**config.mk**
```make
export PLATFORM = sky130hd
export DESIGN_NAME = pirq_unit
export DESIGN_NICKNAME = d
export VERILOG_FILES = /design/src/rtl/pirq_pkg.sv /design/src/rtl/pirq_ctrl.sv /design/src/rtl/pirq_datapath.sv /design/src/rtl/pirq_unit.sv
export SDC_FILE = /design/constraint.sdc
export NUM_CORES = 1
export LEC_CHECK = 0
export BUFFER_PORTS_ARGS = -buffer_cell sky130_fd_sc_hd__buf_2
export CAP_MARGIN = 20
export CORE_UTILIZATION = 41
export DETAILED_ROUTE_END_ITERATION = 8
export PLACE_DENSITY = 0.77
export RECOVER_POWER = 100
export SETUP_SLACK_MARGIN = 0.5
export SLEW_MARGIN = 5
export SYNTH_ARGS = -nofsm -noshare
export SYNTH_HDL_FRONTEND = slang
export SYNTH_SLANG_ARGS = --single-unit
```
**constraint.sdc**
```tcl
create_clock -name clk -period 1.33 [get_ports clk]
set_input_delay 0.0665 -clock clk [delete_from_list [all_inputs] [get_ports clk]]
set_output_delay 0.0665 -clock clk [all_outputs]
set_load 0.02 [all_outputs]
```
**src/rtl/pirq_pkg.sv**
```systemverilog
package pirq_pkg;
  localparam int NUM_SRC  = 3;
  localparam int REG_W    = 8;
  localparam int FLAG_LSB = 0;
  localparam int MASK_LSB = 4;
  localparam int GIE_BIT  = 0;
  localparam int PD_BIT   = 1;
  localparam int PERF_BIT = 2;

  localparam int SRC_RING    = 0;
  localparam int SRC_CARRIER = 1;
  localparam int SRC_DATA    = 2;

  // strobes from control to datapath
  typedef struct packed {
    logic               selStat;
    logic               selCtrl;
    logic               wrStat;
    logic               wrCtrl;
    logic [NUM_SRC-1:0] flagKeep;  // 1 = keep flag, 0 = clear
    logic [NUM_SRC-1:0] maskVal;
    logic               gieVal;
    logic               pdVal;
    logic               perfSet;
    logic               perfClr;
  } strobeT;
endpackage

```
**src/rtl/pirq_ctrl.sv**
```systemverilog
module pirq_ctrl
  import pirq_pkg::*;
#(
  parameter int unsigned ADDR_W = 4,
  parameter logic [ADDR_W-1:0] STAT_ADDR = 'h2,
  parameter logic [ADDR_W-1:0] CTRL_ADDR = 'h3
) (
  input  logic               clk,
  input  logic               rstN,
  input  logic               wrEn,
  input  logic [ADDR_W-1:0]  addr,
  input  logic [REG_W-1:0]   wrData,
  input  logic               vecAck,
  input  logic [NUM_SRC-1:0] pend,
  input  logic               gie,
  output strobeT             strobe
);
  logic condNow;
  logic condPrev;
  logic unusedWrBits;

  assign unusedWrBits = ^wrData;
  assign condNow      = gie & (|pend);

  always_ff @(posedge clk or negedge rstN) begin
    if (!rstN) condPrev <= 1'b0;
    else       condPrev <= condNow;
  end

  always_comb begin
    strobe          = '0;
    strobe.selStat  = (addr == STAT_ADDR);
    strobe.selCtrl  = (addr == CTRL_ADDR);
    strobe.wrStat   = wrEn & strobe.selStat;
    strobe.wrCtrl   = wrEn & strobe.selCtrl;
    strobe.flagKeep = wrData[FLAG_LSB +: NUM_SRC];
    strobe.maskVal  = wrData[MASK_LSB +: NUM_SRC];
    strobe.gieVal   = wrData[GIE_BIT];
    strobe.pdVal    = wrData[PD_BIT];
    strobe.perfSet  = condNow & ~condPrev;
    strobe.perfClr  = vecAck | (strobe.wrCtrl & ~wrData[PERF_BIT]);
  end
endmodule

```
**src/rtl/pirq_datapath.sv**
```systemverilog
module pirq_datapath
  import pirq_pkg::*;
(
  input  logic               clk,
  input  logic               rstN,
  input  logic [NUM_SRC-1:0] evtVec,
  input  strobeT             strobe,
  output logic [NUM_SRC-1:0] flagVec,
  output logic [NUM_SRC-1:0] maskVec,
  output logic [NUM_SRC-1:0] pend,
  output logic               gieOn,
  output logic               pdOn,
  output logic               perfOn,
  output logic [REG_W-1:0]   rdData
);
  logic [NUM_SRC-1:0] flagNext;
  logic [REG_W-1:0]   statWord;
  logic [REG_W-1:0]   ctrlWord;

  for (genvar i = 0; i < NUM_SRC; i++) begin : g_src
    // an event wins over a same-cycle software clear
    assign flagNext[i] = (flagVec[i] & ~(strobe.wrStat & ~strobe.flagKeep[i]))
                       | (evtVec[i] & ~pdOn);
    assign pend[i]     = flagVec[i] & ~maskVec[i];
  end

  always_ff @(posedge clk or negedge rstN) begin
    if (!rstN) begin
      flagVec <= '0;
      maskVec <= '1;
      gieOn   <= 1'b0;
      pdOn    <= 1'b0;
      perfOn  <= 1'b0;
    end else begin
      flagVec <= flagNext;
      if (strobe.wrStat) maskVec <= strobe.maskVal;
      if (strobe.wrCtrl) begin
        gieOn <= strobe.gieVal;
        pdOn  <= strobe.pdVal;
      end
      if (strobe.perfSet)      perfOn <= 1'b1;
      else if (strobe.perfClr) perfOn <= 1'b0;
    end
  end

  always_comb begin
    statWord                        = '0;
    statWord[FLAG_LSB +: NUM_SRC]   = flagVec;
    statWord[MASK_LSB +: NUM_SRC]   = maskVec;
    ctrlWord                        = '0;
    ctrlWord[GIE_BIT]               = gieOn;
    ctrlWord[PD_BIT]                = pdOn;
    ctrlWord[PERF_BIT]              = perfOn;
    if (strobe.selStat)      rdData = statWord;
    else if (strobe.selCtrl) rdData = ctrlWord;
    else                     rdData = '0;
  end
endmodule

```
**src/rtl/pirq_unit.sv**
```systemverilog
module pirq_unit
  import pirq_pkg::*;
#(
  parameter int unsigned ADDR_W = 4,
  parameter logic [ADDR_W-1:0] STAT_ADDR = 'h2,
  parameter logic [ADDR_W-1:0] CTRL_ADDR = 'h3,
  parameter int unsigned VEC_W = 12,
  parameter logic [VEC_W-1:0] VEC_ADDR = 'h010
) (
  input  logic              clk,
  input  logic              rstN,
  input  logic              evtRing,
  input  logic              evtCarrier,
  input  logic              evtData,
  input  logic              wrEn,
  input  logic [ADDR_W-1:0] addr,
  input  logic [REG_W-1:0]  wrData,
  output logic [REG_W-1:0]  rdData,
  input  logic              vecAck,
  output logic              irqReq,
  output logic [VEC_W-1:0]  vecAddr
);
  strobeT             strobe;
  logic [NUM_SRC-1:0] evtVec;
  logic [NUM_SRC-1:0] flagVec;
  logic [NUM_SRC-1:0] maskVec;
  logic [NUM_SRC-1:0] pend;
  logic               gieOn;
  logic               pdOn;
  logic               perfOn;

  always_comb begin
    evtVec              = '0;
    evtVec[SRC_RING]    = evtRing;
    evtVec[SRC_CARRIER] = evtCarrier;
    evtVec[SRC_DATA]    = evtData;
  end

  pirq_ctrl #(
    .ADDR_W(ADDR_W), .STAT_ADDR(STAT_ADDR), .CTRL_ADDR(CTRL_ADDR)
  ) u_ctrl (
    .clk(clk), .rstN(rstN), .wrEn(wrEn), .addr(addr), .wrData(wrData),
    .vecAck(vecAck), .pend(pend), .gie(gieOn), .strobe(strobe)
  );

  pirq_datapath u_dp (
    .clk(clk), .rstN(rstN), .evtVec(evtVec), .strobe(strobe),
    .flagVec(flagVec), .maskVec(maskVec), .pend(pend), .gieOn(gieOn),
    .pdOn(pdOn), .perfOn(perfOn), .rdData(rdData)
  );

  assign irqReq  = perfOn;
  assign vecAddr = VEC_ADDR;
endmodule

```
# --- Word level (Yosys, flattened, before mapping) ---
# Index checks and enable logic that the tools add are counted.
word_totals:
  regBits: 10
  out_inout_bits: 21
  elab_cells: 46
op_classes:
  eq_ne: 2
  muxes: 4
  bitwise: 32
  reduce_logical: 2
ops:
  columns: ["cell", "count"]
  rows:
  - ["$and A1 B1 Y1", 17]
  - ["$not A1 Y1", 11]
  - ["$eq A4 B2 Y1 const B", 2]
  - ["$mux W8", 1]
  - ["$or A1 B1 Y1", 4]
  - ["$mux W3", 1]
  - ["$reduce_or A3 Y1", 1]
  - ["$mux W1", 2]
  - ["$reduce_bool A2 Y1", 1]

# --- Logic depth before layout (Yosys ltp) ---
depth:
  depth_word: 6
  depth_mapped: 3
  depth_no_buf: 3

# --- Cells and area by module ---
# Synthesis repeated with hierarchy kept, for this count alone.
hier_totals:
  hier_cells: 74
  area_unflattened_um2: 698.2
by_module_without_submodules:
  columns: ["module", "instances", "cells_per_inst", "area_per_inst_um2"]
  rows:
  - ["pirq_datapath", 1, 43, 447.9]
  - ["pirq_ctrl", 1, 17, 152.6]
  - ["pirq_unit", 1, 14, 97.6]

# --- Worst setup path after synthesis ---
# Ideal clock, no wire load.
synth_timing:
  path_type: "reg2reg"
  startpoint: "reg u_dp.maskVec[0]"
  endpoint: "reg u_dp.perfOn"
  setup_ps: 139
  arrival_time_ps: 1012
  required_ps: 1191
  setup_slack_ps: 179
  path_stages_with_launch: 4
  path_buffers: 0
  path_cell_list: "dfstp_2 > inv_1 > a222oi_1 > o21ai_0"
synth_via:
  elab_chain_cells: 6
  elab_cells_between_ends: 7
  cone_classes: "1 x mux; 4 x bitwise; 2 x reduce/logical"
synth_lines:
  columns: ["item", "line", "text"]
  rows:
  - ["start, declared", "pirq_datapath.sv:9", "output logic [NUM_SRC-1:0] maskVec,"]
  - ["start signal, assigned", "pirq_datapath.sv:36", "if (strobe.wrStat) maskVec <= strobe.maskVal;"]
  - ["$not A1 Y1 *", "pirq_datapath.sv:24", "assign pend[i] = flagVec[i] & ~maskVec[i];"]
  - ["$and A1 B1 Y1 *", "pirq_datapath.sv:24", null]
  - ["$reduce_or A3 Y1 *", "pirq_ctrl.sv:23", "assign condNow = gie & (|pend);"]
  - ["$and A1 B1 Y1 *", "pirq_ctrl.sv:23", null]
  - ["$and A1 B1 Y1 *", "pirq_ctrl.sv:40", "strobe.perfSet = condNow & ~condPrev;"]
  - ["$mux W1 or $reduce_bool A2 Y1 (tied branches)", null, null]
  - ["end signal, assigned", "pirq_datapath.sv:33", "perfOn <= 1'b0;"]
  - ["end signal, assigned", "pirq_datapath.sv:41", "if (strobe.perfSet) perfOn <= 1'b1;"]
  - ["end signal, assigned", "pirq_datapath.sv:42", "else if (strobe.perfClr) perfOn <= 1'b0;"]
  - ["end, declared", "pirq_datapath.sv:13", "output logic perfOn,"]
# Every way passes the cells marked *; elsewhere a longest branch is shown, timed or not.
# A chain may end at the register's enable or synchronous reset.

# --- Final worst setup path ---
layout_timing:
  startpoint: "reg u_dp.maskVec[1]"
  endpoint: "out rdData[5]"
layout_via:
  elab_chain_cells: 1
layout_lines:
  columns: ["item", "line", "text"]
  rows:
  - ["$mux W8", "pirq_datapath.sv:54", "if (strobe.selStat) rdData = statWord;"]
  - ["end, declared", "pirq_unit.sv:18", "output logic [REG_W-1:0] rdData,"]
# No other way between the ends.

==> impl_results.md <==
* Sw Ratio at 0.3075
* Final hold slack at 0.04012 ns
* Cells after synthesis at 65
* RR Endpoint: u_dp.perfOn$_DFFE_PN0P_
* Initial antenna violation count at 0
* CTS HTree Levels at 1
* Vias per cell at 4.923
* Max Root-Sink Buffers at 2
* Filler instances at between 100 and 150
* Syn. warnings at 0
* Drc violations at 0
* Clock sinks at 10
* Sequential cell area fraction in the yosys report at 0.3949
* Clk_lat worst skew at 0.26 ns
* CTS Buf Count at 3
* Count of input and output buffers at 23
* FF+latch count, synth at 10
* Layout cells sized above 1 at 0.4706
* Initial DRC count at 9
* CTS tree: yes
* WP data required at 1.26 ns
* Fmax at 804.9 MHz
* Nets at 122
* Tot Pwr at around 1.1 mW
* Max Cap Viol at 0
* Syn_area_per_cell at 9.894 sq um
* P_sw at 0.3277 mW
* Vias in the first global route at 534
* Fin crit period at ~1.2 ns
* Wire per inst at 12.90 microns
* HPWL after DPL at 1033 microns
* Type of origin of the critical path: flop
* First-pass GRT wire length at 2415 microns
* Tcrit/Tclk final at 0.9342
* RSZ-0062 raised after global routing: true
* R2r setup slk at 0.09 ns
* Routed Antenna Nets at 0
* Worst hold path class: in -> reg
* Total number of vias at 576
* Launch point of the worst reg-to-reg path: u_dp.maskVec[0]$_DFFE_PN1P_
* Setup_tns at 0 ns
* Non-filler cells, final at 117
* CP Max Fanout at 2
* Core footprint at between 1000 and 1500 sq um
* Row cnt at 13
* Final setup fails at 0
* Largest net degree at the start of global routing at 11
* Area Overhead vs Synth at 36.77%
* Final Skew at 0.003243 ns
* CTS Root Cell: clkbuf_4
* Combinational power share at 0.360
* FF-to-FF path depth at 3
* CP Launch Point: u_dp.maskVec[1]$_DFFE_PN1P_
* Leak at about 0.44 nW
* CP Capture Type: output port
* Critical path endpoint: rdData[5]
* Final Max Tran Viols at 0
* Worst Max-Slew Pin Slew at 0.5482 ns
* GRT Total Usage at 0.1907
* Drt total wl at around 1500 microns
* GP Congestion at ~0.72
* Sequential Power Share at 0.390
* # diodes at 0
* Rel. slew slack at 0.6345
* Status: complete, no violations
* Initial Utilization at 0.4652
* CP Class: reg -> out
* Pwr/cell area at roughly 1200 nW/um^2
* Placed cells at between 100 and 150
* Congestion Overflow GR at 0
* Clock Pin Slew Worst Setup and Hold Paths at about 0.070 ns
* Horiz. Die Dim at 41.61 microns
* CP Data Arrival Time at 1.18 ns
* Netlist cell types at 20
* VDD IR max at 0.5893 mV
* Endpoints failing hold at 0
* Power share of the clock group at 0.250
* Post-synthesis cell area at 643.1 sq um
* # IOs at 40
* Die Y-Extent at 41.61 microns
* Detailed Routing Iterations Pass 1 at 4
* Die area at 1731 sq um
* Cell Int Power at between 0.7 and 0.8 mW
==> layout by cell type (no fill, tap or decap), types with 3 or more instances in the layout <==
cell type / count
buf_2: 15
buf_4: 6
buf_6: 6
clkbuf_1: 7
clkbuf_4: 3
conb_1: 14
dfrtp_1: 7
dfstp_2: 3
inv_1: 5
inv_2: 3
mux2i_1: 3
nor2_1: 4
==> stage by stage <==
step	util	worst slack, ns	area, sq um
after CTS	0.6452	0.1082	892.1
after global placement	0.5484	0.1664	758.2
after global routing	0.6362	-0.02288	879.6
after floorplan	-	0.2273	726.9
after detailed placement	0.5484	0.1131	758.2
final	0.6362	0.08757	879.6
==> power groups by stage <==
| stage | registers [mW] | clock network (mW) | logic, mW |
|---|---|---|---|
| finish | 0.416 | 0.266 | 0.384 |
| global route | 0.420 | 0.294 | 0.413 |
| CTS | 0.412 | 0.277 | 0.367 |
| detailed placement | 0.425 | 0 | 0.256 |
| global placement | 0.421 | 0 | 0.245 |
| floorplan | 0.427 | 0 | 0.202 |
==> Yosys cell counts <==
library cell / n / area, sq um
conb_1: 2 / 7.510
nor2b_1: 1 / 6.260
nand2_1: 1 / 3.750
o21ai_0: 4 / 20.02
nand2b_1: 1 / 6.260
nor3_1: 3 / 15.01
buf_4: 14 / 105.1
a222oi_1: 1 / 10.01
nor2_1: 5 / 18.77
mux2_2: 3 / 33.78
o311ai_0: 1 / 8.760
dfrtp_1: 7 / 175.2
buf_2: 1 / 5.000
dfstp_2: 3 / 78.83
mux2_4: 2 / 30.03
or2_4: 1 / 8.760
mux2i_1: 3 / 30.03
nand4bb_4: 1 / 27.53
inv_1: 8 / 30.03
o31ai_1: 3 / 22.52
==> state kept, by name, indices dropped and copies added, names as in the netlist <==
| name | flops |
|---|---|
| u_dp.flagVec | 3 |
| u_dp.maskVec | 3 |
| u_ctrl.condPrev | 1 |
| u_dp.gieOn | 1 |
| u_dp.pdOn | 1 |
| u_dp.perfOn | 1 |
==> kinds of logic after synthesis <==
| group | share of synthesized area |
|---|---|
| AOI/OAI and AO/OA | 0.09533 |
| buffers and inverters | 0.2179 |
| DFF | 0.3950 |
| muxes | 0.1459 |
| other | 0.01168 |
| and+or+nand+nor | 0.1343 |
==> final cells by class <==
class | instances | area [sq um] | area share
sequential | 10 | 254.0 | 0.2888
multi-input combinational | 44 | 311.5 | 0.3542
tap | 15 | 18.77 | 0.02134
clock buffer | 4 | 36.28 | 0.04125
timing repair buffer | 36 | 229.0 | 0.2603
inverter | 8 | 30.03 | 0.03414
==> worst max-delay path: stages, from the launching register on <==
cell and delay, ns:
dfstp_2 0.54, inv_2 0.05, nor3_4 0.09, clkbuf_1 0.24
==> timing repair <==
action,4_1_cts,5_1_grt
setup buffers,7,4
gates cloned,0,0
gates resized for setup,11,8
hold buffers,1,0
endpoints found under the setup margin,11,14
endpoints found under the hold margin,10,0
pin swaps,3,2
==> per-layer routing <==
layer  track usage  part of all wire  up-vias
met3       0.03043             0.072        2
met1        0.2327              0.40      273
met2        0.3219              0.51       35
li1              -                 -      266
met4       0.09677             0.013        0
met5             0                 0        -
==> worst min path at each step <==
stage	startpoint	endpoint	slack, ns	cells past startpoint
2_1_floorplan	rstN	u_ctrl.condPrev$_DFF_PN0_	-0.23	0
3_3_place_gp	rstN	u_dp.flagVec[0]$_DFF_PN0_	-0.07	1
3_5_place_dp	rstN	u_dp.pdOn$_DFFE_PN0P_	-0.06	1
4_1_cts	evtRing	u_dp.flagVec[0]$_DFF_PN0_	0.03	3
5_1_grt	wrData[5]	u_dp.maskVec[1]$_DFFE_PN1P_	0.03	2
6_report	evtRing	u_dp.flagVec[0]$_DFF_PN0_	0.04	3
No activity file was read; power rests on OpenSTA's default activity.
